--- src/rtl/sec_rtc_pkg.sv ---
package sec_rtc_pkg;

  typedef struct packed {
    logic wrSet;
    logic wrMatch;
    logic wrEnable;
    logic wrClear;
  } rtcStrobes_t;

  // Word indices within the window (byte offset >> 2)
  localparam int W_COUNT  = 0;
  localparam int W_MATCH  = 1;
  localparam int W_SET    = 2;
  localparam int W_CTRL   = 3;
  localparam int W_ENABLE = 4;
  localparam int W_RAW    = 5;
  localparam int W_MASKED = 6;
  localparam int W_CLEAR  = 7;

  function automatic logic [7:0] idByte(input logic [2:0] k);
    case (k)
      3'd0: idByte = 8'h31;
      3'd1: idByte = 8'h10;
      3'd2: idByte = 8'h14;
      3'd3: idByte = 8'h00;
      3'd4: idByte = 8'h0D;
      3'd5: idByte = 8'hF0;
      3'd6: idByte = 8'h05;
      default: idByte = 8'hB1;
    endcase
  endfunction

endpackage

--- src/rtl/rtc_ctrl.sv ---
module rtc_ctrl
  import sec_rtc_pkg::*;
#(
  parameter int ADDR_W = 12,
  parameter int DATA_W = 32
) (
  input  logic                psel,
  input  logic                penable,
  input  logic                pwrite,
  input  logic [ADDR_W-3:0]   wordIdx,
  input  logic [DATA_W-1:0]   countVal,
  input  logic [DATA_W-1:0]   matchVal,
  input  logic [DATA_W-1:0]   setVal,
  input  logic                enableBit,
  input  logic                rawSt,
  output rtcStrobes_t         strobes,
  output logic [DATA_W-1:0]   prdata
);

  localparam int WI_W = ADDR_W - 2;
  localparam logic [WI_W-1:0] ID_BASE = WI_W'((1 << WI_W) - 8);

  logic wrAcc;
  assign wrAcc = psel && penable && pwrite;

  always_comb begin
    strobes          = '0;
    strobes.wrSet    = wrAcc && (wordIdx == WI_W'(W_SET));
    strobes.wrMatch  = wrAcc && (wordIdx == WI_W'(W_MATCH));
    strobes.wrEnable = wrAcc && (wordIdx == WI_W'(W_ENABLE));
    strobes.wrClear  = wrAcc && (wordIdx == WI_W'(W_CLEAR));
  end

  always_comb begin
    prdata = '0;
    if (wordIdx >= ID_BASE) begin
      prdata[7:0] = idByte(wordIdx[2:0]);
    end else begin
      case (wordIdx)
        WI_W'(W_COUNT):  prdata = countVal;
        WI_W'(W_MATCH):  prdata = matchVal;
        WI_W'(W_SET):    prdata = setVal;
        WI_W'(W_CTRL):   prdata = DATA_W'(1);
        WI_W'(W_ENABLE): prdata = DATA_W'(enableBit);
        WI_W'(W_RAW):    prdata = DATA_W'(rawSt);
        WI_W'(W_MASKED): prdata = DATA_W'(rawSt & enableBit);
        default:         prdata = '0;
      endcase
    end
  end

endmodule

--- src/rtl/rtc_datapath.sv ---
module rtc_datapath
  import sec_rtc_pkg::*;
#(
  parameter int DATA_W        = 32,
  parameter int TICKS_PER_SEC = 125_000_000
) (
  input  logic              clk,
  input  logic              rstN,
  input  rtcStrobes_t       strobes,
  input  logic [DATA_W-1:0] wdata,
  output logic [DATA_W-1:0] countVal,
  output logic [DATA_W-1:0] matchVal,
  output logic [DATA_W-1:0] setVal,
  output logic              enableBit,
  output logic              rawSt,
  output logic              tickPulse
);

  localparam int PW = (TICKS_PER_SEC > 2) ? $clog2(TICKS_PER_SEC) : 1;
  localparam logic [PW-1:0] LAST = PW'(TICKS_PER_SEC - 1);

  logic [PW-1:0]     presc;
  logic [DATA_W-1:0] nxtCount;
  logic [DATA_W-1:0] nxtMatch;
  logic              fireEv;

  assign tickPulse = (presc == LAST);

  // A set write outranks a tick arriving in the same cycle
  assign nxtCount = strobes.wrSet ? wdata
                  : tickPulse     ? countVal + DATA_W'(1)
                  :                 countVal;
  assign nxtMatch = strobes.wrMatch ? wdata : matchVal;
  assign fireEv   = (strobes.wrSet || strobes.wrMatch || tickPulse)
                    && (nxtCount == nxtMatch);

  always_ff @(posedge clk) begin
    if (!rstN) begin
      presc     <= '0;
      countVal  <= '0;
      matchVal  <= '0;
      setVal    <= '0;
      enableBit <= 1'b0;
      rawSt     <= 1'b0;
    end else begin
      presc    <= (strobes.wrSet || tickPulse) ? '0 : presc + PW'(1);
      countVal <= nxtCount;
      matchVal <= nxtMatch;
      if (strobes.wrSet)    setVal    <= wdata;
      if (strobes.wrEnable) enableBit <= wdata[0];
      if (fireEv)                rawSt <= 1'b1;
      else if (strobes.wrClear)  rawSt <= 1'b0;
    end
  end

endmodule

--- src/rtl/sec_alarm_rtc.sv ---
module sec_alarm_rtc
  import sec_rtc_pkg::*;
#(
  parameter int ADDR_W        = 12,
  parameter int DATA_W        = 32,
  parameter int TICKS_PER_SEC = 125_000_000
) (
  input  logic              clk,
  input  logic              rstN,
  input  logic              psel,
  input  logic              penable,
  input  logic              pwrite,
  input  logic [ADDR_W-1:0] paddr,
  input  logic [DATA_W-1:0] pwdata,
  output logic [DATA_W-1:0] prdata,
  output logic              irq
);

  rtcStrobes_t       strobes;
  logic [DATA_W-1:0] countVal;
  logic [DATA_W-1:0] matchVal;
  logic [DATA_W-1:0] setVal;
  logic              enableBit;
  logic              rawSt;
  logic              tickPulse;

  rtc_ctrl #(.ADDR_W(ADDR_W), .DATA_W(DATA_W)) ctrl_i (
    .psel(psel), .penable(penable), .pwrite(pwrite),
    .wordIdx(paddr[ADDR_W-1:2]),
    .countVal(countVal), .matchVal(matchVal), .setVal(setVal),
    .enableBit(enableBit), .rawSt(rawSt),
    .strobes(strobes), .prdata(prdata)
  );

  rtc_datapath #(.DATA_W(DATA_W), .TICKS_PER_SEC(TICKS_PER_SEC)) dp_i (
    .clk(clk), .rstN(rstN), .strobes(strobes), .wdata(pwdata),
    .countVal(countVal), .matchVal(matchVal), .setVal(setVal),
    .enableBit(enableBit), .rawSt(rawSt), .tickPulse(tickPulse)
  );

  assign irq = rawSt & enableBit;

endmodule

--- config.mk ---
export PLATFORM = sky130hd
export DESIGN_NAME = sec_alarm_rtc
export DESIGN_NICKNAME = d
export VERILOG_FILES = /design/src/rtl/sec_rtc_pkg.sv /design/src/rtl/rtc_ctrl.sv /design/src/rtl/rtc_datapath.sv /design/src/rtl/sec_alarm_rtc.sv
export SDC_FILE = /design/constraint.sdc
export NUM_CORES = 1
export LEC_CHECK = 0
export BUFFER_PORTS_ARGS = -buffer_cell sky130_fd_sc_hd__buf_2
export CAP_MARGIN = 20
export CORE_MARGIN = 8
export CORE_UTILIZATION = 40
export DETAILED_ROUTE_END_ITERATION = 6
export GPL_ROUTABILITY_DRIVEN = 0
export PLACE_DENSITY = 0.68
export SLEW_MARGIN = 20
export SYNTH_ARGS = -nofsm -noshare
export SYNTH_HDL_FRONTEND = slang
export SYNTH_SLANG_ARGS = --single-unit
export TNS_END_PERCENT = 1
--- constraint.sdc ---
create_clock -name clk -period 8.7 [get_ports clk]
set_clock_uncertainty 0.15 [all_clocks]
set_input_delay 0 -clock clk [delete_from_list [all_inputs] [get_ports clk]]
set_output_delay 0 -clock clk [all_outputs]
set_load 0.05 [all_outputs]
==> results.md <==
- The total routed wirelength is 24.56 mm.
- In this run the count of I/O pins placed on the die edge is 82.
- The TritonCTS clock tree is done.
- The final-report max-slew violation count came to 0.
- For this configuration, the core starts out at a cell density of 0.4039.
- After synthesis the netlist holds a flip-flop and latch count of 125.
- Entering global routing, the biggest net connects 66 pins.
- Setup repair after global routing left no endpoint under its margin.
- The internal power of the cells totals 1.124 mW.
- For this run, the register share of the synthesized area comes to 0.3205.
- After global routing the overflow that remains totals 0.
- Of the available clock period, the critical path in the final layout requires 0.4783.
- The root cell of the clock tree is clkbuf_16.
- Synthesis produced a netlist with a net count of 1113.
- The classification of the worst-slack hold path is in -> reg.
- The floorplan die width is 155.7 um.
- The die covers 24250 um2.
- For this design the static power due to leakage is 3.452 nW.
- Of the total power, combinational logic draws 0.050.
- The run finished with clean final reports.
- The max-cap violation count is 0.
- Final hold analysis gives a worst-case slack of 0.02602 ns.
- The netlist area before placement is 7809 um2.
- VDD sags by at most between 0.0001 and 0.00015 V.
- The relative contribution of sequential cells to total power is 0.399.
- Once placement completed, the tool counted placed cells totaling 1343.
- The first detailed-routing pass took 5 iterations.
- The startpoint identified for the worst hold timing path is penable.
- For the pin with the worst max-slew slack, the measured transition is 1.030 ns.
- The clock-pin slew on the worst setup and hold paths is approximately 0.06 ns.
- The longest clock path from root to sink contains 2 buffers.
- For this run, the share of the core covered by cells in the final layout is 0.4839.
- The mean routed wirelength per cell is ~17 um.
- The required arrival time at the worst endpoint is 8.89 ns.
- The clock tree synthesis step divided the H-tree into 4 levels.
- The flip-flop cell with the highest count after synthesis is dfxtp_1.
- The cell count after synthesis is 1062.
- The count of vias placed by the detailed router is 8039.
- In this run the mean area of a mapped cell was 7.353 um2.
- The fraction of layout cells with a size suffix above 1 is 0.1310.
- The fmax is 240.3 MHz.
- STA classifies the critical path endpoint as a flop.
- After floorplanning, the core was divided into 51 placement rows.
- The total setup violations reported at the end of the flow is 0.
- The final setup TNS is 0 ns.
- After synthesis, the netlist uses 73 different library cells.
- After synthesis, the most frequently instantiated cells are nand2_1 (179), nor2_1 (141), a21oi_1 (129).
- The DRC violation count after routing is 0.
- The startpoint of the worst setup timing path is dp_i.presc[0].
- nand2_1 is the most common cell in the netlist.
- The first routing iteration left roughly 700 violations.
- The total net switching power is 0.3170 mW.
- Of the total power, the clock network draws 0.551.
- The normalized max-slew margin is 0.3073.
- The via density per instance is 5.697.
- The clock net sink count is 125.
- The first global-routing pass estimated 39.40 mm of wire.
- Dividing total power by cell area gives a power density of 154.0 nW/um2.
- Across every metal layer, demand over resource in global routing totals 0.2023.
- The top fanout value on the critical path is 8.
- The leading area contributor after synthesis is dfxtp_1.
- The number of global-route vias before repair is 7530.
- The share of synthesized flip-flops with an asynchronous set or reset is 0.
- The quantity of I/O buffers inserted on ports is 79.
- In this run, CTS created clock tree buffers numbering 17.
- Of the post-synthesis cell area, the dominant cell type holds 0.3205.
- Yosys attributes the largest share of cell area to dfxtp_1 (32%), nand2_1 (8.6%), a21oi_1 (8.3%).
- The post-layout minimum cycle time is 4.161 ns.
- The kind of critical path is reg -> reg.
- Of the total power, the share spent switching nets is 0.2199.
- The worst flop-to-flop path startpoint is dp_i.presc[0].
- The count of instances resized after the clock tree is built is 0.
- The number of antenna violations at the first check in global routing is 1.
- The number of warnings issued by yosys is 0.
- STA classifies the critical path startpoint as a flop.
- At the end of the flow, the number of nets in the layout was 1183.
- The detail route stage leaves a number of antenna-violating nets equal to 0.
- The hold violation total from the final report is 0.
- The completed layout was analyzed and its total power is between 1 and 1.5 mW.
- The wire-length estimate of the detail-placed layout is 16.14 mm.
- After the flow finishes, the layout carries non-filler instances totaling 1411.
- The total area inside the core boundary comes to slightly below 20000 um2.
- The layout overhead on the synthesized area is 19.82%.
- The critical path data arrival time is 4.35 ns.
- From bottom edge to top edge, the die measures 155.7 um.
- The synthesized design contains 0 enable-type register cells.
- Clock latency on the worst-skew pair, taken at its later pin, is 0.42 ns.
layout by cell type (no fill, tap or decap), drive strengths merged, types with 31 or more instances in the layout:
cell and n:
nand2 180, nor2 142, a21oi 129, dfxtp 125, buf 88, xnor2 47, xor2 37, mux2i 36
dlygate4sd3 34, o21ai 31
logic make-up (layout without fill, tap and decap cells):
family | Yosys count | after routing | synth area share
AOI/OAI and AO/OA | 245 | 245 | 0.1868
adders and majority gates | 2 | 2 | 0.003204
xor gates and xnor gates | 86 | 86 | 0.1009
buffers and inverters | 86 | 169 | 0.04294
DFF | 125 | 125 | 0.3205
and+or+nand+nor | 478 | 478 | 0.2937
other | 0 | 1 | 0
muxes | 40 | 40 | 0.05191
layout make-up:
type	instances	area, um2
Clock buffer	21	460.4
Timing Repair Buffer	122	810.8
Tap cell	265	331.6
Multi-Input combinational cell	851	5004
Antenna cell	1	2.502
Sequential cell	125	2502
Fill cell	1883	9978
Inverter	15	56.30
Clock inverter	11	188.9
stage by stage:
step	instance area (um2)	worst slack (ns)
final	9356	4.539
after global routing	9356	4.199
after CTS	9339	4.564
after detailed placement	8349	4.321
after global placement	8349	4.346
after floorplan	7809	5.253
repair_timing:
action,4_1_cts,5_1_grt
buffers inserted,0,0
endpoints found under the hold margin,98,0
hold buffers,34,0
flip-flops by register name (all words and copies together) (netlist names):
signal	flops
dp_i.countVal	32
dp_i.enableBit	1
dp_i.matchVal	32
dp_i.presc	27
dp_i.rawSt	1
dp_i.setVal	32
per-layer routing:
metal | routed length (um) | track usage | vias up
li1 | - | - | 3904
met1 | 10280 | 0.2477 | 3774
met2 | 11470 | 0.3326 | 306
met3 | 2052 | 0.04875 | 55
met4 | 756 | 0.08780 | 0
met5 | 0 | 0 | -
power groups by stage:
| stage | Clock, mW | Sequential [mW] | Combinational, mW |
|---|---|---|---|
| 6_report | 0.794 | 0.575 | 0.0722 |
| 5_1_grt | 0.830 | 0.575 | 0.0781 |
| 4_1_cts | 0.801 | 0.575 | 0.0711 |
| 3_5_place_dp | 0 | 0.587 | 0.0586 |
| 3_3_place_gp | 0 | 0.587 | 0.0581 |
| 2_1_floorplan | 0 | 0.587 | 0.0306 |
worst max-delay path, cell delays in order (launching register included):
cell	delay, ns
dfxtp_1	0.36
ha_1	0.25
nand2_1	0.15
or4_1	0.80
nor3_4	0.30
nand4_1	0.20
xnor2_2	0.22
o311ai_0	0.31
a211oi_1	0.12
or4_1	0.50
or4_1	0.50
o31ai_2	0.23
path summary, 6_finish.rpt:
check	endpoint	slack, ns	depth (start not counted)
setup / recovery	dp_i.rawSt	4.54	11
hold / removal	dp_i.enableBit	0.03	5
setup reg to reg	dp_i.rawSt	4.54	11
hold reg to reg	dp_i.setVal[2]	0.30	2
(Power assumes the default switching activity.)
